`config.mk`:
```
export PLATFORM = sky130hd
export DESIGN_NAME = bcid_evq
export DESIGN_NICKNAME = d
export VERILOG_FILES = /design/src/rtl/bcid_evq.sv
export SDC_FILE = /design/constraint.sdc
export NUM_CORES = 1
export LEC_CHECK = 0
export ABC_CLOCK_PERIOD_IN_PS = 5400
export BUFFER_PORTS_ARGS = -buffer_cell sky130_fd_sc_hd__buf_2
export CORE_MARGIN = 2
export CORE_UTILIZATION = 30
export CTS_CLUSTER_DIAMETER = 60
export DETAILED_ROUTE_END_ITERATION = 16
export PLACE_DENSITY = 0.54
export SLEW_MARGIN = 20
export SYNTH_ARGS = -nofsm -noshare
export SYNTH_HDL_FRONTEND = slang
export SYNTH_SLANG_ARGS = --single-unit
export TNS_END_PERCENT = 10
```
`constraint.sdc`:
```
create_clock -name clk -period 5.4 [get_ports clk]
set_input_delay 0.27 -clock clk [delete_from_list [all_inputs] [get_ports clk]]
set_output_delay 0.27 -clock clk [all_outputs]
set_load 0.005 [all_outputs]
```
`src/rtl/bcid_evq.sv`:
```
module bcid_evq #(
   parameter int DW    = 36,
   parameter int DEPTH = 16
) (
   input  logic          clk,
   input  logic          rst_n,
   input  logic          push,
   input  logic [DW-1:0] wdata,
   input  logic          pop,
   output logic [DW-1:0] rdata,
   output logic          empty,
   output logic          ovf
);
   localparam int AW = $clog2(DEPTH);

   if (DEPTH < 2 || (1 << AW) != DEPTH) begin : g_bad_depth
      $error("bcid_evq: DEPTH must be a power of two >= 2");
   end

   logic [DW-1:0] mem [DEPTH];
   logic [AW-1:0] wr_ptr, rd_ptr;
   logic [AW:0]   level;
   logic          full, do_push, do_pop;

   assign full    = (level == (AW+1)'(DEPTH));
   assign empty   = (level == '0);
   assign do_pop  = pop & ~empty;
   assign do_push = push & (~full | do_pop);
   assign ovf     = push & full & ~do_pop;
   assign rdata   = mem[rd_ptr];

   always_ff @(posedge clk) begin
      if (do_push) mem[wr_ptr] <= wdata;
   end

   always_ff @(posedge clk) begin
      if (!rst_n) begin
         wr_ptr <= '0;
         rd_ptr <= '0;
         level  <= '0;
      end else begin
         if (do_push) wr_ptr <= wr_ptr + 1'b1;
         if (do_pop)  rd_ptr <= rd_ptr + 1'b1;
         case ({do_push, do_pop})
            2'b10:   level <= level + 1'b1;
            2'b01:   level <= level - 1'b1;
            default: level <= level;
         endcase
      end
   end
endmodule

```
==> results of run 1 <==
[cell type report]
type / instances / share of cell area [%]
clock inverter: 39 / 1.79
sequential: 593 / 66.5
multi-input combinational: 266 / 17.9
clock buffer: 73 / 6.00
inverter: 7 / 0.0991
tap: 969 / 4.57
timing repair buffer: 122 / 3.08
[registers in the layout (all words and copies together) (netlist names), named ones only]
register,flops
mem,576
level,5
rd_ptr,4
wr_ptr,4
[cells by family after synthesis]
kind of cell / synth area share, %
AO/OA/AOI/OAI: 0.703
XOR/XNOR: 0.194
adder cells (fa/ha/maj): 0.388
buffers and inverters: 1.16
flip-flops: 78.1
multiplexers: 18.3
AND/OR/NAND/NOR: 1.17
[where the power goes]
part	internal, mW	switching (mW)
logic	1.14	0.895
registers	5.18	0.174
clock network	2.61	1.70
[timing repair]
item	4_1_cts	5_1_grt
endpoints found under the setup margin	0	0
hold buffers	22	0
endpoints found under the hold margin	274	0
gates resized for setup	0	0
[per-layer routing]
| metal | vias to the layer above | global-route usage, % |
|---|---|---|
| li1 | 4224 | - |
| met1 | 5385 | 16.8 |
| met2 | 270 | 22.1 |
| met3 | 68 | 3.00 |
| met4 | 10 | 2.54 |
| met5 | - | 0 |
[stage by stage]
stage / total power, mW / utilization [%]
6_report: 11.7 / 35.6
5_1_grt: 12.2 / 35.6
4_1_cts: 11.9 / 35.6
3_5_place_dp: 7.56 / 32.6
3_3_place_gp: 7.54 / 32.6
2_1_floorplan: 6.95 / -
[cell usage in the layout (no fill, tap or decap), drive strengths merged, types with 3 or more instances in the layout]
master,Yosys,routed
nand2,5,5
a21oi,4,4
edfxtp,576,576
dfxtp,17,17
nor2,8,8
buf,30,100
clkinvlp,0,3
nor3,3,3
clkinv,0,25
and2,9,9
o21ai,3,3
dlygate4sd3,0,22
mux2i,7,7
ha,7,7
xnor2,4,4
nor4,4,4
mux4,180,180
nand2b,4,4
bufinv,0,11
inv,7,7
and3,4,4
clkbuf,15,73
o21a,4,4
[worst paths after layout]
check / end / slack, ns / cells after the start
max: rdata[35] / 1.83 / 4
min: mem[0][14] / 0.04 / 1
max reg2reg: mem[12][33] / 2.53 / 4
min reg2reg: level[0] / 0.53 / 2
==> reports/qor.csv, run 1 <==
metric;value;unit
HPWL after DPL;24000;um
Synth top area share;76.6;%
worst skew pair latency;0.62;ns
Die ar.;0.0775;mm2
Setup crit end kind;primary output;
ANT cells;0;
PnR worst setup slack;1.83;ns
crit path kind;reg -> out;
Worst-Margin Slew;1.08;ns
Max Cap Viol;0;
Mapped Cells;911;
die height;278;um
Critical path buffers and inverters;2;
most frequent cells after synthesis;576 x edfxtp_1, 180 x mux4_2, 17 x dfxtp_1;
worst-path cell chain;buf_12, mux4_2, mux4_2, buf_2;
Tot GR Track Use;12.9;%
CTS H-tree depth;2;
CP startpoint kind;register;
core area;0.0744;mm2
status;completed;
Synth async-reset ratio;0;%
die width;278;um
root buffer cell;clkbuf_16;
Synth area leader;edfxtp_1;
area growth from synthesis to layout;17.4;%
DRC Markers;0;
period utilization;66.2;%
WL per Instance;24.1;um
f_max;0.280;GHz
detailed-route wire length;49800;um
CP Max Fanout;63;
power per cell area;441;mW/mm2
share of layout cells above drive strength 1;35.9;%
gr ovfl total;0;
I/O Pins;78;
DRC marker count from the first detailed-route iteration;980;
critical path required time;5.13;ns
routed wl met3;3050;um
minimum clock period;3.57;ns
filler instances;6737;
DP Worst Slack;2.43;ns
placed instance area;0.0242;mm2
Register Area;0.0176;mm2
initial antenna violation count;8;
DR vias/cell;4.81;
CTS Buffer Depth;3;
Post-synth EDFFs;576;
CTS clk-pin slew, worst paths;0.06;ns
highest routed layer;met5;
HP Class;in -> reg;
clk sink count;593;
Worst Hold Slack;0.0378;ns
Finished Cell Area;0.0265;mm2
Cell Count Post-Placement;1935;
Crit path max-delay family;flip-flops;
Synth Register Bits;593;
Num CTS Buffers;61;
Most Frequent Cell on Critical Path;mux4_2;
DR pass1 iterations;4;
global placer's final weighted congestion;0.677;
nets;1098;
first-pass GRT wire length;72600;um
hold_sp;wdata[14];
ys flop type;edfxtp_1;
Critical Path AT;3.30;ns
post-synth design cell area;0.0226;mm2
yosys warns;0;
Seq/Total Area, Yosys;78.1;%
M1 WL;20900;um
largest net degree at the start of global routing;64;
Setup Skew;0.0256;ns
Leak Pwr;8.11;nW
cell with the most instances after synthesis;edfxtp_1;
count of cell types in the netlist;45;
launch point of the worst reg-to-reg path;level[1];
postcts setup bufs;0;
FP Rows;100;
Starting Density;30.3;%
Final Hold Viols;0;
PortBufs;77;
antenna-violating nets left;0;
RSZ-0062 raised after global routing;no;
Worst path max stage delay;1.03;ns
Slew HR;28.1;%
Worst VDD drop;0.269;mV
met2 routed WL;25100;um
final setup fails;0;
Cell Count, Final, Fillers Out;2069;
multi-input logic area;0.00476;mm2
Worst path slowest cell;dfxtp_4;
CTS tree;built;
Mapped Avg Cell Area;24.8;um2
TNS Setup;0;ns
top post-synthesis cells by area;edfxtp_1 77%, mux4_2 18%, dfxtp_1 1.5%;
net count after synthesis;958;
Slew Limit Fails;0;
vias in the first global route;10600;
total number of vias;9957;
Power figures use the tool's default switching activity.
==> run 2: changes to the inputs <==
--- a/config.mk
+++ b/config.mk
@@ -5,13 +5,14 @@
 export SDC_FILE = /design/constraint.sdc
 export NUM_CORES = 1
 export LEC_CHECK = 0
-export ABC_CLOCK_PERIOD_IN_PS = 5400
+export ABC_AREA = 1
+export ABC_CLOCK_PERIOD_IN_PS = 3210
 export BUFFER_PORTS_ARGS = -buffer_cell sky130_fd_sc_hd__buf_2
 export CORE_MARGIN = 2
 export CORE_UTILIZATION = 30
 export CTS_CLUSTER_DIAMETER = 60
 export DETAILED_ROUTE_END_ITERATION = 16
-export PLACE_DENSITY = 0.54
+export PLACE_DENSITY = 0.56
 export SLEW_MARGIN = 20
 export SYNTH_ARGS = -nofsm -noshare
 export SYNTH_HDL_FRONTEND = slang
==> constraint.sdc (replaced) <==
create_clock -name clk -period 3.21 [get_ports clk]
set_input_delay 0.1605 -clock clk [delete_from_list [all_inputs] [get_ports clk]]
set_output_delay 0.1605 -clock clk [all_outputs]
set_load 0.005 [all_outputs]
==> reports/qor.csv, run 2 <==
metric;value;unit;change
Clock Power Share;37.5;%;was 36.8%
Final Util;35.4;%;was 35.6%
Cell Count, Final, Fillers Out;2864;;was 2069
internal power;13.7;mW;was 8.94 mW
share of layout cells above drive strength 1;13.2;%;was 35.9%
Worst Hold Slack;0.446;ns;was 0.0378 ns
Net Sw Power;4.83;mW;was 2.77 mW
vias in the first global route;13900;;was 10600
f_max;0.366;GHz;
Critical path buffers and inverters;3;;was 2
Mapped Avg Cell Area;14.6;um2;was 24.8 um2
combinational power share;15.4;%;was 17.4%
area growth from synthesis to layout;16.5;%;was 17.4%
PortBufs;77;;unchanged
most frequent cells after synthesis;576 x edfxtp_1, 164 x inv_1, 155 x a21oi_1;;was 576 x edfxtp_1, 180 x mux4_2, 17 x dfxtp_1
detailed-route wire length;55000;um;was 49800 um
CTS Buffer Depth;3;;unchanged
top flop regs;mem (576), level (5);;unchanged
Slew HR;52.4;%;was 28.1%
RSZ-0062 raised after global routing;no;;unchanged
Critical Path AT;2.57;ns;was 3.30 ns
CTS clk-pin slew, worst paths;0.06;ns;about the same
net count after synthesis;1694;;was 958
Setup Skew;0.0248;ns;was 0.0256 ns
DR vias/cell;4.75;;was 4.81
first-pass GRT wire length;84700;um;was 72600 um
final setup fails;0;;unchanged
global placer's final weighted congestion;0.720;;was 0.677
clk sink count;593;;unchanged
cell with the most instances after synthesis;edfxtp_1;;unchanged
Seq/Total Area, Yosys;73.5;%;was 78.1%
commonest non-fill, non-tap cell in the layout;edfxtp_1;;unchanged
Post-synth EDFFs;576;;unchanged
gr ovfl total;0;;unchanged
CTS tree;built;;unchanged
CP Max Fanout;31;;was 63
largest net degree at the start of global routing;123;;was 64
DRC marker count from the first detailed-route iteration;818;;was 980
count of cell types in the netlist;29;;was 45
period utilization;85.1;%;
die height;287;um;was 278 um
Cell Count Post-Placement;2710;;was 1935
Worst path slowest cell;dfxtp_4;;unchanged
placed instance area;0.0256;mm2;was 0.0242 mm2
FP Rows;103;;was 100
Worst-Margin Slew;0.715;ns;was 1.08 ns
TNS Setup;0;ns;unchanged
Tot GR Track Use;13.4;%;was 12.9%
minimum clock period;2.73;ns;
I/O Pins;78;;unchanged
post-synth design cell area;0.0240;mm2;was 0.0226 mm2
CP startpoint kind;register;;unchanged
Worst VDD drop;0.518;mV;was 0.269 mV
Synth Register Bits;593;;unchanged
root buffer cell;clkbuf_16;;unchanged
Finished Cell Area;0.0280;mm2;was 0.0265 mm2
Mapped Cells;1647;;was 911
Synth top area share;72.1;%;was 76.6%
HPWL after DPL;29600;um;was 24000 um
most frequent cells in the layout;576 x edfxtp_1, 163 x inv_1, 155 x a21oi_1;;was 576 x edfxtp_1, 180 x mux4_2, 77 x buf_2
Slew Limit Fails;0;;unchanged
critical path required time;3.05;ns;was 5.13 ns
Reg with most FFs;mem;;unchanged
die width;287;um;was 278 um
ys flop type;edfxtp_1;;unchanged
Worst path max stage delay;0.63;ns;was 1.03 ns
worst-path cell chain;inv_2, buf_12, o211ai_1, nand3_1, nand2_1, buf_2;;was buf_12, mux4_2, mux4_2, buf_2
sequential share of power;47.1;%;was 45.8%
crit path kind;reg -> out;;unchanged
yosys warns;0;;unchanged
antenna-violating nets left;0;;unchanged
DRC Markers;0;;unchanged
Num CTS Buffers;61;;unchanged
total number of vias;13600;;was 9957
Starting Density;30.3;%;about the same
Max Cap Viol;0;;unchanged
ANT cells;0;;unchanged
max reg flops;576;;unchanged
Synth area leader;edfxtp_1;;unchanged
Final Hold Viols;0;;unchanged
Synth async-reset ratio;0;%;unchanged
worst skew pair latency;0.64;ns;was 0.62 ns
DR pass1 iterations;5;;was 4
status;completed;;unchanged
Setup crit end kind;primary output;;unchanged
HP Class;in -> reg;;unchanged
power per cell area;662;mW/mm2;was 441 mW/mm2
core area;0.0791;mm2;was 0.0744 mm2
CTS H-tree depth;2;;unchanged
Leak Pwr;9.37;nW;was 8.11 nW
nets;1809;;was 1098
top post-synthesis cells by area;edfxtp_1 72%, mux2i_1 6.0%, o211ai_1 4.4%;;was edfxtp_1 77%, mux4_2 18%, dfxtp_1 1.5%
Die ar.;0.0823;mm2;was 0.0775 mm2
Crit path max-delay family;buffers and inverters;;was flip-flops
Sw Ratio;26.0;%;was 23.6%
WL per Instance;19.2;um;was 24.1 um
initial antenna violation count;2;;was 8
run 2: cell count changes after synthesis, sizes merged, moves of 51 or more:
cell and change:
mux4 -180, o21ai +177, inv +161, a21oi +151, o211ai +143, mux2i +137, nand2 +55, nand3 +51
run 2: final cells by class:
cell class | count | area [um2]
Sequential cell | 593 | 17600
Clock buffer | 76 | 1580
Timing Repair Buffer | 155 | 1270
Inverter | 169 | 637
Multi-Input combinational cell | 782 | 5130
Tap cell | 1050 | 1310
Fill cell | 7632 | 51200
Clock inverter | 39 | 399
run 2: path summary, 6_finish.rpt:
path                                start         to  slack (ns)  cells past startpoint
worst max register to register   level[4]  mem[8][2]        0.95                      8
worst min register to register  rd_ptr[2]   register        0.45                      1
worst min-delay path                rst_n   level[4]        0.45                      4
worst max-delay path             register  rdata[14]        0.48                      6
run 2: power by group through the flow:
stage | sequential, mW | combinational (mW) | clock (mW)
after floorplan | 8.84 | 2.13 | 0
after global placement | 8.90 | 2.83 | 0
after detailed placement | 8.90 | 2.87 | 0
after CTS | 8.74 | 2.92 | 7.13
after global routing | 8.75 | 3.23 | 7.42
final | 8.73 | 2.86 | 6.94
run 2: through the flow:
step	power, mW	setup WS (ns)
finish	18.5	0.477
global route	19.4	0.324
CTS	18.8	0.402
detailed placement	11.8	0.900
global placement	11.7	0.907
floorplan	11.0	0.349
run 2: routing by layer:
layer | GRT usage [%] | up-vias | routed length (um)
li1 | - | 6408 | -
met1 | 17.8 | 6860 | 24700
met2 | 22.7 | 265 | 26800
met3 | 2.30 | 72 | 2530
met4 | 3.24 | 4 | 945
met5 | 0 | - | 23
run 2: tightest hold or removal path, stage by stage:
cell	delay, ns
dlygate4sd3_1	0.53
buf_2	0.20
nand2_1	0.09
nor2_1	0.03
run 2: kinds of logic (layout without fill, tap and decap cells):
kind of cell | count (synthesis) | after routing | share of synthesized area [%]
DFF | 593 | 593 | 73.5
AOI/OAI and AO/OA | 481 | 481 | 11.7
buffers and inverters | 272 | 439 | 5.67
and+or+nand+nor | 149 | 149 | 2.78
muxes | 144 | 144 | 6.00
adders and majority gates | 7 | 7 | 0.365
xor gates and xnor gates | 1 | 1 | 0.0365
run 2: timing repair:
item / 4_1_cts / 5_1_grt
resized for setup: 0 / 0
hold buffers: 39 / 0
endpoints found under the hold margin: 593 / 0
buffers inserted: 0 / 0
==> run 3: changes to the inputs <==
--- a/config.mk
+++ b/config.mk
@@ -6,13 +6,13 @@
 export NUM_CORES = 1
 export LEC_CHECK = 0
 export ABC_AREA = 1
-export ABC_CLOCK_PERIOD_IN_PS = 3210
+export ABC_CLOCK_PERIOD_IN_PS = 2920
 export BUFFER_PORTS_ARGS = -buffer_cell sky130_fd_sc_hd__buf_2
 export CORE_MARGIN = 2
 export CORE_UTILIZATION = 30
 export CTS_CLUSTER_DIAMETER = 60
 export DETAILED_ROUTE_END_ITERATION = 16
-export PLACE_DENSITY = 0.56
+export PLACE_DENSITY = 0.54
 export SLEW_MARGIN = 20
 export SYNTH_ARGS = -nofsm -noshare
 export SYNTH_HDL_FRONTEND = slang
==> constraint.sdc (replaced) <==
create_clock -name clk -period 2.92 [get_ports clk]
set_input_delay 0.146 -clock clk [delete_from_list [all_inputs] [get_ports clk]]
set_output_delay 0.146 -clock clk [all_outputs]
set_load 0.005 [all_outputs]
==> reports/qor.csv, run 3 (synthesis gave the netlist of run 2 again) <==
metric;value;unit;change
status;completed;;unchanged
minimum clock period;2.63;ns;
critical path required time;2.77;ns;was 3.05 ns
crit path kind;reg -> out;;unchanged
HP Class;in -> reg;;unchanged
area growth from synthesis to layout;16.8;%;was 16.5%
die width;287;um;unchanged
PortBufs;77;;unchanged
root buffer cell;clkbuf_16;;unchanged
CTS H-tree depth;3;;was 2
Leak Pwr;9.41;nW;was 9.37 nW
core area;0.0791;mm2;unchanged
nets;1824;;was 1809
CTS clk-pin slew, worst paths;0.06;ns;about the same
worst-path cell chain;buf_12, a21oi_1, o21ai_0, o211ai_1, o211ai_1, nand2_1, buf_2;;was inv_2, buf_12, o211ai_1, nand3_1, nand2_1, buf_2
Starting Density;30.3;%;unchanged
Final Hold Viols;0;;unchanged
share of layout cells above drive strength 1;13.6;%;was 13.2%
HPWL after DPL;31100;um;was 29600 um
post_cts resized;0;;unchanged
Die ar.;0.0823;mm2;unchanged
CTS Buffer Depth;3;;unchanged
Reg with most FFs;mem;;unchanged
WL per Instance;19.6;um;was 19.2 um
largest net degree at the start of global routing;145;;was 123
Worst VDD drop;0.439;mV;was 0.518 mV
CTS tree;built;;unchanged
vias in the first global route;13700;;was 13900
commonest non-fill, non-tap cell in the layout;edfxtp_1;;unchanged
f_max;0.381;GHz;
Tot GR Track Use;13.7;%;was 13.4%
clk sink count;593;;unchanged
total number of vias;13600;;about the same
PnR worst setup slack;0.294;ns;was 0.477 ns
Max Cap Viol;0;;unchanged
Slew HR;45.7;%;was 52.4%
I/O Pins;78;;unchanged
Worst path max stage delay;0.56;ns;was 0.63 ns
power per cell area;727;mW/mm2;was 662 mW/mm2
RSZ-0062 raised after global routing;no;;unchanged
worst reg-to-reg path cell count;7;;was 8
Most Frequent Cell on Critical Path;o211ai_1;;
detailed-route wire length;56200;um;was 55000 um
DRC Markers;0;;unchanged
first-pass GRT wire length;85000;um;was 84700 um
Setup crit end kind;primary output;;unchanged
Num CTS Buffers;67;;was 61
initial antenna violation count;0;;was 2
top flop regs;mem (576), level (5);;unchanged
period utilization;89.9;%;
Final Util;35.4;%;about the same
DP Worst Slack;0.710;ns;was 0.900 ns
CP Max Fanout;144;;was 31
FP Rows;103;;unchanged
Setup Skew;0.0264;ns;was 0.0248 ns
die height;287;um;unchanged
Slew Limit Fails;0;;unchanged
most frequent cells in the layout;576 x edfxtp_1, 163 x inv_1, 155 x a21oi_1;;unchanged
max reg flops;576;;unchanged
filler instances;7625;;was 7632
R2R Setup Slk;0.71;ns;was 0.95 ns
TNS Setup;0;ns;unchanged
antenna-violating nets left;0;;unchanged
worst skew pair latency;0.60;ns;was 0.64 ns
global placer's final weighted congestion;0.721;;was 0.720
ANT cells;0;;unchanged
CP startpoint kind;register;;unchanged
Register Area;0.0176;mm2;unchanged
Critical Path AT;2.48;ns;was 2.57 ns
Worst-Margin Slew;0.815;ns;was 0.715 ns
Cells on Worst Hold Path;3;;was 4
DR pass1 iterations;5;;unchanged
multi-input logic area;0.00513;mm2;unchanged
Worst path slowest cell;buf_12;;was dfxtp_4
DRC marker count from the first detailed-route iteration;1036;;was 818
DR vias/cell;4.73;;was 4.75
final setup fails;0;;unchanged
gr ovfl total;0;;unchanged
run 3: cell types whose count changed in the layout (fill, tap and decap cells not counted), sizes merged:
cell / before / now
buf: 116 / 126
clkinv: 28 / 19
clkinvlp: 0 / 1
dlygate4sd3: 39 / 38
clkbuf: 76 / 88
bufinv: 6 / 0
run 3: final timing paths:
kind | endpoint | start
hold / removal | wr_ptr[0] | push
setup reg to reg | mem[8][32] | level[0]
setup / recovery | rdata[7] | register
hold reg to reg | rd_ptr[3] | rd_ptr[3]
run 3: power by group:
group | total, mW | internal (mW) | switching [mW]
clock | 7.63 | 4.36 | 3.27
sequential | 9.58 | 9.50 | 0.0823
combinational | 3.19 | 1.20 | 1.99
total | 20.4 | 15.1 | 5.35
run 3: worst max-delay path: cells and delay by family (launching register included):
kind / cells / cell delay [ns]
buffers and inverters: 2 / 0.71
AOI/OAI and AO/OA: 4 / 0.59
and+or+nand+nor: 1 / 0.13
DFF: 1 / 0.37
run 3: area by class of cell:
class                   count  area share, %
repair buffers            164           4.80
flip-flops and latches    593           62.9
well taps                1050           4.68
inverters                 169           2.27
multi-input cells         782           18.3
clock inverters            25          0.616
clock buffers              88           6.41
run 3: through the flow:
stage	power, mW	cell area, um2	hold slack, ns	cells
finish	20.4	28000	0.0368	2871
global route	21.4	28000	0.0592	2871
CTS	20.7	28000	0.0171	2871
detailed placement	13.0	25700	0.466	2720
global placement	12.9	25700	0.452	2720
floorplan	12.1	24000	0.245	1647
run 3: metal layers:
layer	vias to the layer above	track usage (%)	routed length, um
met4	0	4.49	1350
met5	-	0	0
met3	90	2.33	2390
li1	6444	-	-
met2	260	22.6	26900
met1	6775	18.3	25500
run 3: repair_timing:
| item | in CTS | in global routing |
|---|---|---|
| setup buffers | 0 | 0 |
| endpoints found under the hold margin | 573 | 0 |
| hold buffers | 38 | 0 |
| endpoints found under the setup margin | 0 | 0 |
